**src/rtl/dkc_pkg.sv**
```systemverilog
package dkc_pkg;

  localparam int WORD_W = 16;
  localparam int ERR_W  = 5;
  localparam int STK_W  = 3;

  // word indexes within the register window
  localparam logic [2:0] IDX_CS  = 3'd0;
  localparam logic [2:0] IDX_BA  = 3'd1;
  localparam logic [2:0] IDX_DA  = 3'd2;
  localparam logic [2:0] IDX_MP  = 3'd3;
  localparam logic [2:0] IDX_EXT = 3'd4;

  // control/status bit positions
  localparam int CS_RDY    = 0;
  localparam int CS_FN_LO  = 1;
  localparam int CS_MEX_LO = 4;
  localparam int CS_IE     = 6;
  localparam int CS_DONE   = 7;
  localparam int CS_DRV_LO = 8;
  localparam int CS_ERR_LO = 10;
  localparam int CS_SUM    = 15;

  // disk address bit that clears sticky errors on get status
  localparam int DA_CLR_STICKY = 3;

  typedef enum logic [2:0] {
    FN_NOP     = 3'd0,
    FN_WCHECK  = 3'd1,
    FN_GETSTAT = 3'd2,
    FN_SEEK    = 3'd3,
    FN_RDHDR   = 3'd4,
    FN_WRITE   = 3'd5,
    FN_READ    = 3'd6,
    FN_RDRAW   = 3'd7
  } dkc_fn_e;

  // apply a word or byte write on top of the current register value
  function automatic logic [WORD_W-1:0] merge_bytes(
      input logic [WORD_W-1:0] cur,
      input logic [WORD_W-1:0] wd,
      input logic              byte_mode,
      input logic              odd);
    if (!byte_mode) return wd;
    if (odd) return {wd[7:0], cur[7:0]};
    return {cur[15:8], wd[7:0]};
  endfunction

  // assemble the drive condition word reported by get status
  function automatic logic [WORD_W-1:0] drive_status_word(
      input logic [STK_W-1:0] sticky,
      input logic             head,
      input logic             att,
      input logic             dbl,
      input logic             wlk);
    logic [WORD_W-1:0] w;
    w = '0;
    if (att) w[4:0] = 5'b11101;
    else     w[5]   = 1'b1;
    w[6]     = head;
    w[7]     = dbl;
    w[11:9]  = sticky;
    w[13]    = wlk;
    return w;
  endfunction

endpackage

```
**src/rtl/dkc_mp_queue.sv**
```systemverilog
module dkc_mp_queue #(
  parameter int DEPTH = 3,
  parameter int W     = 16
) (
  input  logic         clk,
  input  logic         rst_n,
  input  logic         load_all,
  input  logic         load_head,
  input  logic         pop,
  input  logic [W-1:0] load_val,
  output logic [W-1:0] head,
  output logic [W-1:0] second
);

  localparam int SEC_IDX = (DEPTH > 1) ? 1 : 0;

  logic [W-1:0] ent [DEPTH];

  always_ff @(posedge clk or negedge rst_n) begin
    if (!rst_n) begin
      for (int i = 0; i < DEPTH; i++) ent[i] <= '0;
    end else if (load_all) begin
      for (int i = 0; i < DEPTH; i++) ent[i] <= load_val;
    end else if (load_head) begin
      for (int i = 1; i < DEPTH; i++) ent[i] <= '0;
      ent[0] <= load_val;
    end else if (pop) begin
      // last entry keeps its value, the rest move one step toward the head
      for (int i = 0; i < DEPTH - 1; i++) ent[i] <= ent[i+1];
    end
  end

  assign head   = ent[0];
  assign second = ent[SEC_IDX];

endmodule

```
**src/rtl/dkc_drive_status.sv**
```systemverilog
module dkc_drive_status #(
  parameter int SEL_W = 2,
  parameter int STK_W = 3
) (
  input  logic             clk,
  input  logic             rst_n,
  input  logic [SEL_W-1:0] sel,
  input  logic             set_en,
  input  logic [STK_W-1:0] set_bits,
  input  logic             clr_en,
  output logic [STK_W-1:0] sticky_sel
);

  localparam int N = 1 << SEL_W;

  logic [N*STK_W-1:0] sticky_vec;

  for (genvar d = 0; d < N; d++) begin : g_drv
    logic             hit;
    logic [STK_W-1:0] st_q;
    assign hit = (sel == SEL_W'(d));
    always_ff @(posedge clk or negedge rst_n) begin
      if (!rst_n)                st_q <= '0;
      else if (hit && clr_en)    st_q <= '0;
      else if (hit && set_en)    st_q <= st_q | set_bits;
    end
    assign sticky_vec[d*STK_W +: STK_W] = st_q;
  end

  assign sticky_sel = sticky_vec[int'(sel)*STK_W +: STK_W];

endmodule

```
**src/rtl/dkc_csr.sv**
```systemverilog
module dkc_csr
  import dkc_pkg::*;
#(
  parameter int DRV_W = 2
) (
  input  logic             clk,
  input  logic             rst_n,
  input  logic             wr_en,
  input  logic [8:0]       wr_fields,   // merged write value bits 9:1
  input  logic             cpl_valid,
  input  logic [ERR_W-1:0] cpl_err,
  output logic [2:0]       fn_q,
  output logic             ie_q,
  output logic             done_q,
  output logic [DRV_W-1:0] drv_q,
  output logic [ERR_W-1:0] err_q,
  output logic             irq,
  output logic             cmd_start,
  output logic [2:0]       cmd_func,
  output logic [DRV_W-1:0] cmd_drive
);

  localparam int OFS = 1;  // wr_fields[0] is control/status bit 1

  logic [2:0]       w_fn;
  logic             w_ie;
  logic             w_done;
  logic [DRV_W-1:0] w_drv;

  assign w_fn   = wr_fields[CS_FN_LO-OFS +: 3];
  assign w_ie   = wr_fields[CS_IE-OFS];
  assign w_done = wr_fields[CS_DONE-OFS];
  assign w_drv  = wr_fields[CS_DRV_LO-OFS +: DRV_W];

  always_ff @(posedge clk or negedge rst_n) begin
    if (!rst_n) begin
      fn_q      <= '0;
      ie_q      <= 1'b0;
      done_q    <= 1'b1;
      drv_q     <= '0;
      err_q     <= '0;
      irq       <= 1'b0;
      cmd_start <= 1'b0;
      cmd_func  <= '0;
      cmd_drive <= '0;
    end else begin
      cmd_start <= 1'b0;
      if (cpl_valid) begin
        done_q <= 1'b1;
        irq    <= ie_q;
        err_q  <= err_q | cpl_err;
      end else if (wr_en) begin
        fn_q   <= w_fn;
        ie_q   <= w_ie;
        done_q <= w_done;
        drv_q  <= w_drv;
        if (w_done) begin
          if (!w_ie) irq <= 1'b0;
        end else begin
          irq       <= 1'b0;
          err_q     <= '0;
          cmd_start <= 1'b1;
          cmd_func  <= w_fn;
          cmd_drive <= w_drv;
        end
      end
    end
  end

endmodule

```
**src/rtl/dkc_regfile.sv**
```systemverilog
module dkc_regfile
  import dkc_pkg::*;
#(
  parameter int EXT_PRESENT = 1,
  parameter int EXT_W       = 6,
  parameter int MP_DEPTH    = 3
) (
  input  logic                 clk,
  input  logic                 rst_n,
  input  logic                 bus_sel,
  input  logic                 bus_wr,
  input  logic                 bus_byte,
  input  logic [3:0]           bus_addr,
  input  logic [WORD_W-1:0]    bus_wdata,
  output logic [WORD_W-1:0]    bus_rdata,
  output logic                 bus_err,
  input  logic [3:0]           drv_busy,
  input  logic [3:0]           drv_attached,
  input  logic [3:0]           drv_dbl,
  input  logic [3:0]           drv_wlock,
  input  logic [3:0]           drv_head,
  output logic                 cmd_start,
  output logic [2:0]           cmd_func,
  output logic [1:0]           cmd_drive,
  input  logic                 cpl_valid,
  input  logic [ERR_W-1:0]     cpl_err,
  input  logic [STK_W-1:0]     cpl_sticky,
  input  logic                 cpl_mp_wr,
  input  logic [WORD_W-1:0]    cpl_mp_data,
  output logic                 irq
);

  localparam int DRV_W = 2;   // width of the drive field in control/status

  // ---------------- access decode ----------------
  logic [2:0] idx;
  logic       odd;
  logic       idx_ok;
  logic       acc_ok;

  assign idx = bus_addr[3:1];
  assign odd = bus_addr[0];

  if (EXT_PRESENT != 0) begin : g_ext_on
    assign idx_ok = (idx <= IDX_EXT);
  end else begin : g_ext_off
    assign idx_ok = (idx < IDX_EXT);
  end

  assign acc_ok  = bus_sel && idx_ok;
  assign bus_err = bus_sel && !idx_ok;

  logic host_wr, host_rd;
  assign host_wr = acc_ok && bus_wr && !cpl_valid;
  assign host_rd = acc_ok && !bus_wr;

  logic cs_wr_eff, ba_wr, da_wr, mp_wr, ext_wr_eff, mp_pop;
  assign cs_wr_eff  = host_wr && (idx == IDX_CS);
  assign ba_wr      = host_wr && (idx == IDX_BA);
  assign da_wr      = host_wr && (idx == IDX_DA);
  assign mp_wr      = host_wr && (idx == IDX_MP);
  assign ext_wr_eff = host_wr && (idx == IDX_EXT) && !(bus_byte && odd);
  assign mp_pop     = host_rd && (idx == IDX_MP) && !cpl_valid;

  // ---------------- storage ----------------
  logic [WORD_W-1:0] ba_q, da_q;
  logic [EXT_W-1:0]  ext_q;

  logic [2:0]       fn_q;
  logic             ie_q, done_q;
  logic [DRV_W-1:0] drv_q;
  logic [ERR_W-1:0] err_q;

  logic [WORD_W-1:0] mp_head, mp_second;

  // ---------------- read view ----------------
  logic [WORD_W-1:0] cs_view;
  logic [WORD_W-1:0] reg_view;

  always_comb begin
    cs_view = '0;
    cs_view[CS_RDY]                  = ~drv_busy[drv_q];
    cs_view[CS_FN_LO +: 3]           = fn_q;
    cs_view[CS_MEX_LO +: 2]          = ext_q[1:0];
    cs_view[CS_IE]                   = ie_q;
    cs_view[CS_DONE]                 = done_q;
    cs_view[CS_DRV_LO +: DRV_W]      = drv_q;
    cs_view[CS_ERR_LO +: ERR_W]      = err_q;
    cs_view[CS_SUM]                  = |err_q;
  end

  always_comb begin
    case (idx)
      IDX_CS:  reg_view = cs_view;
      IDX_BA:  reg_view = ba_q;
      IDX_DA:  reg_view = da_q;
      IDX_MP:  reg_view = mp_head;
      IDX_EXT: reg_view = WORD_W'(ext_q);
      default: reg_view = '0;
    endcase
  end

  assign bus_rdata = host_rd ? reg_view : '0;

  // ---------------- write merge ----------------
  logic [WORD_W-1:0] merged;
  logic              cs_wr_done;
  assign merged     = merge_bytes(reg_view, bus_wdata, bus_byte, odd);
  assign cs_wr_done = merged[CS_DONE];

  always_ff @(posedge clk or negedge rst_n) begin
    if (!rst_n) begin
      ba_q  <= '0;
      da_q  <= '0;
      ext_q <= '0;
    end else begin
      if (ba_wr) ba_q <= {merged[WORD_W-1:1], 1'b0};
      if (da_wr) da_q <= merged;
      if (ext_wr_eff)     ext_q      <= bus_wdata[EXT_W-1:0];
      else if (cs_wr_eff) ext_q[1:0] <= merged[CS_MEX_LO +: 2];
    end
  end

  // ---------------- control/status and command launch ----------------
  dkc_csr #(.DRV_W(DRV_W)) u_csr (
    .clk       (clk),
    .rst_n     (rst_n),
    .wr_en     (cs_wr_eff),
    .wr_fields (merged[9:1]),
    .cpl_valid (cpl_valid),
    .cpl_err   (cpl_err),
    .fn_q      (fn_q),
    .ie_q      (ie_q),
    .done_q    (done_q),
    .drv_q     (drv_q),
    .err_q     (err_q),
    .irq       (irq),
    .cmd_start (cmd_start),
    .cmd_func  (cmd_func),
    .cmd_drive (cmd_drive)
  );

  // ---------------- drive status and get-status completion ----------------
  logic             gs_cpl;
  logic             gs_clear;
  logic [STK_W-1:0] sticky_sel;
  logic [STK_W-1:0] sticky_eff;
  logic [WORD_W-1:0] stat_word;

  assign gs_cpl   = cpl_valid && (cmd_func == FN_GETSTAT);
  assign gs_clear = gs_cpl && da_q[DA_CLR_STICKY];

  dkc_drive_status #(.SEL_W(DRV_W), .STK_W(STK_W)) u_dstat (
    .clk        (clk),
    .rst_n      (rst_n),
    .sel        (cmd_drive),
    .set_en     (cpl_valid && !gs_cpl),
    .set_bits   (cpl_sticky),
    .clr_en     (gs_clear),
    .sticky_sel (sticky_sel)
  );

  assign sticky_eff = da_q[DA_CLR_STICKY] ? '0 : sticky_sel;
  assign stat_word  = drive_status_word(sticky_eff, drv_head[cmd_drive],
                                        drv_attached[cmd_drive],
                                        drv_dbl[cmd_drive],
                                        drv_wlock[cmd_drive]);

  // ---------------- multipurpose queue ----------------
  logic              q_load_all, q_load_head;
  logic [WORD_W-1:0] q_val;

  assign q_load_all  = gs_cpl || mp_wr;
  assign q_load_head = cpl_valid && !gs_cpl && cpl_mp_wr;
  assign q_val       = gs_cpl ? stat_word : (cpl_valid ? cpl_mp_data : merged);

  dkc_mp_queue #(.DEPTH(MP_DEPTH), .W(WORD_W)) u_mpq (
    .clk       (clk),
    .rst_n     (rst_n),
    .load_all  (q_load_all),
    .load_head (q_load_head),
    .pop       (mp_pop),
    .load_val  (q_val),
    .head      (mp_head),
    .second    (mp_second)
  );

endmodule

```
**config.mk**
```make
export PLATFORM = sky130hd
export DESIGN_NAME = dkc_regfile
export DESIGN_NICKNAME = d
export VERILOG_FILES = /design/src/rtl/dkc_pkg.sv /design/src/rtl/dkc_mp_queue.sv /design/src/rtl/dkc_drive_status.sv /design/src/rtl/dkc_csr.sv /design/src/rtl/dkc_regfile.sv
export SDC_FILE = /design/constraint.sdc
export NUM_CORES = 1
export LEC_CHECK = 0
export BUFFER_PORTS_ARGS = -buffer_cell sky130_fd_sc_hd__buf_2
export CELL_PAD_IN_SITES_DETAIL_PLACEMENT = 1
export CELL_PAD_IN_SITES_GLOBAL_PLACEMENT = 2
export CORE_ASPECT_RATIO = 2
export CORE_UTILIZATION = 40
export CTS_BUF_LIST = sky130_fd_sc_hd__clkbuf_4
export DETAILED_ROUTE_END_ITERATION = 6
export GPL_TIMING_DRIVEN = 0
export HOLD_SLACK_MARGIN = 0.05
export PLACE_DENSITY_LB_ADDON = 0.05
export SYNTH_ARGS = -nofsm -noshare
export SYNTH_HDL_FRONTEND = slang
export SYNTH_SLANG_ARGS = --single-unit
```
**constraint.sdc**
```tcl
create_clock -name clk -period 5.55 [get_ports clk]
set_clock_uncertainty 0.2 [all_clocks]
set_input_delay 0.2775 -clock clk [delete_from_list [all_inputs] [get_ports clk]]
set_output_delay 0.2775 -clock clk [all_outputs]
set_load 0.01 [all_outputs]
```
==> flow_summary.json, run 1 <==
{
  "status": "complete, no violations",
  "worstSetupPathType": "reg2out",
  "critPathLaunchType": "register",
  "cp-end-kind": "output port",
  "cp.arrival_ns": 2.19,
  "dp_slack_ns": 2.69,
  "drt_pass1_iterations": 4,
  "peakVddDrop_mv": 0.157,
  "syn_area_sq_um": 6210,
  "start_util_pct": 40.8,
  "synth.top_cells.by_count": "115 x dfrtp_1, 99 x nand2_1, 73 x o21ai_0, 38 x a21oi_1, 31 x nor2_1",
  "r2r-end": "u_mpq.second[14]",
  "path_cells": "mux4_2 -> nor3_1 -> a311oi_1 -> nor2_1 -> buf_2",
  "synth_edf_count": 0,
  "worstHoldPathType": "in2reg",
  "setup_viol": 0,
  "drt-total-wl_um": 24200,
  "slowest_stage": "mux4_2",
  "drtIter0Drc": 278,
  "power_uw": 2420,
  "async_reset_ff_share_pct": 100,
  "maxSlewViolCount": 0,
  "synth_warnings": 0,
  "cp_max_fo": 3,
  "min_to": "u_mpq.head[9]",
  "antenna_found_initial": 2,
  "die_w_um": 90.1,
  "portBuffers": 92,
  "r2r_cells": 6,
  "syn_area_per_cell_sq_um": 9.80,
  "gp_congestion": 0.896,
  "ys_seq_area_share_pct": 46.8,
  "power_density_nw_per_um2": 315,
  "yosysUniqueCellTypes": 62,
  "fmax_ghz": 0.375,
  "maxCapViolCount": 0,
  "overflow": 0,
  "drtAntennaViolNets": 0,
  "cts-root-buf": "clkbuf_4",
  "worst-path-buf-inv": 1,
  "ys_seq_elements": 116,
  "whs_ns": 0.0604,
  "synthToLayoutAreaGrowth_pct": 23.7,
  "grt_pass1_wl_um": 37100,
  "avgRoutedWirePerCell_um": 24.2,
  "row_count": 64,
  "boundaryPins": 95,
  "ys.flop_type": "dfrtp_1",
  "ys_top_cells_by_area": "dfrtp_1 46%, nand2_1 6.0%, o21ai_0 5.9%, mux4_2 5.1%, mux2_2 4.0%",
  "grt_pass1_vias": 6417,
  "drive_gt1_share_pct": 24.4,
  "clk_latency_ns": 0.56,
  "grt_setup_unrepaired": "no",
  "fin_crit_sh_pct": 48.1,
  "cts_buffer_depth": 2,
  "vias": 5867,
  "cp_top_family": "multiplexers",
  "dieArea_sq_um": 16100,
  "dp_hpwl_um": 18400,
  "finalWorstSetupSlack_ns": 2.88,
  "yosysTopAreaCell": "dfrtp_1",
  "hold_viol": 0,
  "yosysTopAreaCellShare_pct": 46.3,
  "grt_util_all_layers_pct": 31.5,
  "cpPeakStageDelay_ns": 0.55,
  "tritoncts": "built",
  "cts_made_buffers": 17,
  "cts_num_sinks": 116,
  "n_fill_cell": 1822,
  "finalCoreUtilization_pct": 50.5,
  "worst_pin_slew_ns": 0.882,
  "syn_inst": 634,
  "p_leak_uw": 0.00345,
  "max_slew_margin_pct": 40.6,
  "core_sq_um": 15200,
  "synth.most_common_cell": "dfrtp_1",
  "syn-num-nets": 705,
  "postCtsSetupBuffers": 0,
  "layout_min_cycle_time_ns": 2.67,
  "fin_nets": 857,
  "critPathRequiredTime_ns": 5.07,
  "die_y_um": 178,
  "drc": 0,
  "cts-htree-levels": 4,
  "vias_per_cell": 5.88,
  "grt_max_degree": 78,
  "clkTransAtPathRegs_ns": 0.11,
  "hold_path_depth": 4,
  "finalSetupTns_ns": 0,
  "r2r_start": "u_csr.cmd_func[0]",
  "min_from": "cpl_mp_data[9]",
  "reg2reg_slack_ns": 2.91
}
## cells by family after synthesis
kind of cell           Yosys count  share of synthesized area (%)
AO/OA/AOI/OAI                  203                           21.0
flip-flops                     116                           46.8
multiplexers                    58                           12.6
buffers and inverters           53                           3.81
AND/OR/NAND/NOR                204                           15.8
## placed cells by master, fill, tap and decap left out, drive strengths merged, types with 7 or more instances in the layout
master | synthesis | layout
o21ai | 73 | 73
mux2i | 22 | 22
mux2 | 22 | 22
a31oi | 9 | 9
nand2b | 7 | 7
nor2b | 7 | 7
dfrtp | 115 | 115
o22ai | 8 | 8
a22oi | 13 | 13
a221oi | 7 | 7
nand3 | 12 | 12
dlygate4sd3 | 0 | 39
nor2 | 32 | 32
and3 | 12 | 12
inv | 8 | 9
o211ai | 10 | 10
nand2 | 101 | 101
buf | 24 | 118
a21oi | 38 | 38
mux4 | 14 | 14
nand3b | 7 | 7
clkbuf | 21 | 38
## through the flow
step                instances  cell area (sq um)
floorplan                 634               6210
global placement          924               6920
detailed placement        925               6950
CTS                       997               7680
global route              998               7680
finish                    998               7680
## per-layer routing
| layer | wire length (um) | GRT usage, % |
|---|---|---|
| met5 | 0 | 0 |
| met4 | 1560 | 21.5 |
| met3 | 938 | 5.07 |
| met2 | 12800 | 57.1 |
| met1 | 8890 | 33.1 |
## worst max path at each step
stage	startpoint	endpoint	slack, ns	cells past startpoint
5_1_grt	u_csr.drv_q[0]	bus_rdata[0]	2.74	5
3_3_place_gp	rst_n	u_mpq.ent[3]	2.52	1
6_report	u_csr.drv_q[0]	bus_rdata[0]	2.88	5
3_5_place_dp	bus_addr[1]	ba_q[9]	2.69	7
2_1_floorplan	u_csr.cmd_func[0]	u_mpq.second[14]	3.53	6
4_1_cts	u_csr.cmd_func[0]	u_mpq.second[14]	2.85	6
## registers in the layout, indices dropped and copies added, names as in the netlist
name                count
u_csr.cmd_func          3
u_mpq.second           16
da_q                   16
ext_q                   6
u_dstat.g_drv.st_q     12
u_mpq.ent              16
u_mpq.head             16
u_csr.fn_q              3
ba_q                   15
u_csr.done_q            1
u_csr.ie_q              1
u_csr.err_q             5
u_csr.cmd_start         1
u_csr.cmd_drive         2
u_csr.drv_q             2
u_csr.irq               1
## worst reg2reg max path, delay by kind of cell (launching register included)
family                 cells  cell delay (ns)
DFF                        1             0.44
buffers and inverters      1             0.26
AOI/OAI and AO/OA          3             0.84
and+or+nand+nor            2             0.80
## cell type report
type / instances / area (sq um) / share of cell area [%]
multi-input cells: 465 / 3070 / 40.0
flip-flops and latches: 116 / 2900 / 37.8
repair buffers: 133 / 905 / 11.8
well taps: 198 / 248 / 3.23
plain buffers: 45 / 206 / 2.69
clock inverters: 15 / 188 / 2.44
clock buffers: 17 / 128 / 1.66
inverters: 8 / 30.0 / 0.391
diodes: 1 / 2.50 / 0.0326
## where the power goes
part	total [uW]	switching, uW	internal (uW)
clock network	710	358	351
logic	583	328	256
registers	1130	121	1000
total	2420	807	1610
## repair_timing
| action | 4_1_cts | 5_1_grt |
|---|---|---|
| resized for setup | 0 | 0 |
| hold buffers | 40 | 0 |
| endpoints found under the hold margin | 178 | 0 |
Power figures use the tool's default switching activity.
==> inputs of run 2 (changes only) <==
CORE_UTILIZATION = 37   (was 40)
clock period = 2.6 ns   (was 5.55 ns; I/O delays follow)
==> run 2 against run 1 <==
Compared with the run above:
- non-clock buffer count grew 24
- sequential share of layout area shrank 0.78 points
- via count grew 1.6%
- die area up 8.0%
- combinational power is 120% higher
- clock power increased by 68%
- worst hold slack improved by 0.024 ns
- flip-flop and latch count is the same
- core utilization is 2.5 points lower
==> flow_summary.json, run 2 (synthesized netlist as in run 1, its figures left out) <==
{
  "p_leak_uw": 0.00353,
  "drt-total-wl_um": 24900,
  "layout_common_cells": "113 x dfrtp_1, 108 x buf_2, 99 x nand2_1",
  "core_sq_um": 16400,
  "cpPeakStageDelay_ns": 0.61,
  "grt_setup_unrepaired": "no",
  "seqCellArea_sq_um": 2910,
  "path_cells": "mux4_2 -> nand2_1 -> a21oi_1 -> dlygate4sd3_1 -> a221oi_1 -> o21ai_0",
  "vias": 5963,
  "die_w_um": 93.6,
  "cp_max_fo": 4,
  "drive_gt1_share_pct": 24.2,
  "seqPwrFrac_pct": 49.5,
  "overflow": 0,
  "dp_hpwl_um": 19000,
  "drt_pass1_iterations": 5,
  "fin_nets": 881,
  "cts_num_sinks": 116,
  "r2r_cells": 6,
  "grt_pass1_wl_um": 38800,
  "critPathLaunchType": "register",
  "r2r_start": "u_csr.cmd_drive[0]",
  "power_density_nw_per_um2": 622,
  "cp.arrival_ns": 2.74,
  "whs_ns": 0.0842,
  "drc": 0,
  "drtAntennaViolNets": 0,
  "synthToLayoutAreaGrowth_pct": 26.4,
  "min_to": "ext_q[4]",
  "wl_met3_um": 934,
  "grt_max_degree": 96,
  "p_sw_share_pct": 34.7,
  "cts_made_buffers": 17,
  "finalCoreUtilization_pct": 48.0,
  "clkTransAtPathRegs_ns": 0.12,
  "multi_input_area_sq_um": 3090,
  "fin_crit_sh_pct": 96.3,
  "cts-root-buf": "clkbuf_4",
  "clk_latency_ns": 0.56,
  "top_layer": "met4",
  "die_y_um": 185,
  "layout_min_cycle_time_ns": 2.50,
  "maxSlewViolCount": 0,
  "power_switching_uw": 1690,
  "slowest_stage": "mux4_2",
  "tritoncts": "built",
  "cts_buffer_depth": 2,
  "gp_congestion": 0.879,
  "setup_viol": 0,
  "reg2reg_slack_ns": 0.1,
  "start_util_pct": 38.0,
  "boundaryPins": 95,
  "final_cells": 1028,
  "min_from": "bus_wr",
  "dieArea_sq_um": 17300,
  "avgRoutedWirePerCell_um": 24.2,
  "final_common_cell": "dfrtp_1",
  "maxCapViolCount": 0,
  "power_frac_comb_pct": 26.2,
  "grt_util_all_layers_pct": 31.2,
  "portBuffers": 92,
  "grt_pass1_vias": 6650,
  "vias_per_cell": 5.80,
  "finalSetupTns_ns": 0,
  "worst_pin_slew_ns": 1.12,
  "n_fill_cell": 1930,
  "critPathRequiredTime_ns": 2.83,
  "internal_power_uw": 3190,
  "max_slew_margin_pct": 24.6,
  "row_count": 66,
  "fmax_ghz": 0.399,
  "m1WireLength_um": 8890,
  "peakVddDrop_mv": 0.322,
  "hold_path_depth": 3,
  "status": "complete, no violations",
  "antenna_found_initial": 1,
  "cts-htree-levels": 4,
  "worstSetupPathType": "reg2reg",
  "hold_viol": 0,
  "drtIter0Drc": 222,
  "cp-end-kind": "register",
  "worstHoldPathType": "in2reg",
  "pwr-share-clk_pct": 24.3,
  "placedCellCount": 931,
  "r2r-end": "u_mpq.head[4]",
  "wl_met2_um": 13700
}
## run 2: cell types whose count changed in the layout (fill, tap and decap cells not counted), moves of 3 or more
cell / delta
dlygate4sd3_1: +23
clkinv_2: +4
clkinvlp_4: -4
buf_4: +3
bufinv_16: -3
o21ai_0: -3
## run 2: worst max path at each step
stage	start	to	slack, ns	cells past startpoint
6_report	u_csr.cmd_drive[0]	u_mpq.head[4]	0.1	6
5_1_grt	u_csr.drv_q[0]	bus_rdata[0]	0.01	5
3_5_place_dp	bus_addr[3]	u_mpq.ent[1]	-0.19	7
4_1_cts	u_csr.cmd_func[0]	u_mpq.head[4]	0.05	7
2_1_floorplan	u_csr.cmd_func[0]	u_mpq.second[14]	0.58	6
3_3_place_gp	rst_n	u_mpq.ent[0]	-0.27	1
## run 2: final cells by class
type / instances / share of cell area (%)
diodes: 1 / 0.0319
plain buffers: 45 / 2.66
clock buffers: 18 / 1.72
clock inverters: 14 / 1.21
inverters: 8 / 0.383
multi-input cells: 465 / 39.3
flip-flops and latches: 116 / 37.0
well taps: 204 / 3.25
repair buffers: 157 / 14.4
## run 2: power by group through the flow
stage | Combinational, uW | Sequential [uW] | Clock (uW)
floorplan | 773 | 2330 | 0
global placement | 1140 | 2420 | 0
detailed placement | 1180 | 2440 | 0
CTS | 1270 | 2410 | 1220
global route | 1420 | 2450 | 1310
finish | 1280 | 2420 | 1190
## run 2: critical path: cells and delay by family (launching register included)
family	cells	cell delay (ns)
and+or+nand+nor	1	0.14
DFF	1	0.44
AOI/OAI and AO/OA	3	0.40
buffers and inverters	1	0.59
muxes	1	0.61
## run 2: repair_timing
action,in CTS,in global routing
setup buffers,0,2
gates cloned,0,0
endpoints found under the hold margin,212,0
setup endpoints to repair,1,4
resized for setup,1,9
hold buffers,62,0
## run 2: metal layers
layer / global-route usage (%) / vias to the layer above
li1: - / 2691
met1: 32.2 / 3013
met2: 57.2 / 189
met3: 5.05 / 70
met4: 19.6 / 0
met5: 0 / -
## run 2: per-stage QoR
step                      total power, uW  worst slack, ns  area [sq um]
after detailed placement             3620           -0.187          6960
after CTS                            4890           0.0503          7820
after floorplan                      3110            0.582          6210
after global placement               3550           -0.266          6930
after global routing                 5180           0.0146          7850
final                                4880           0.0968          7850
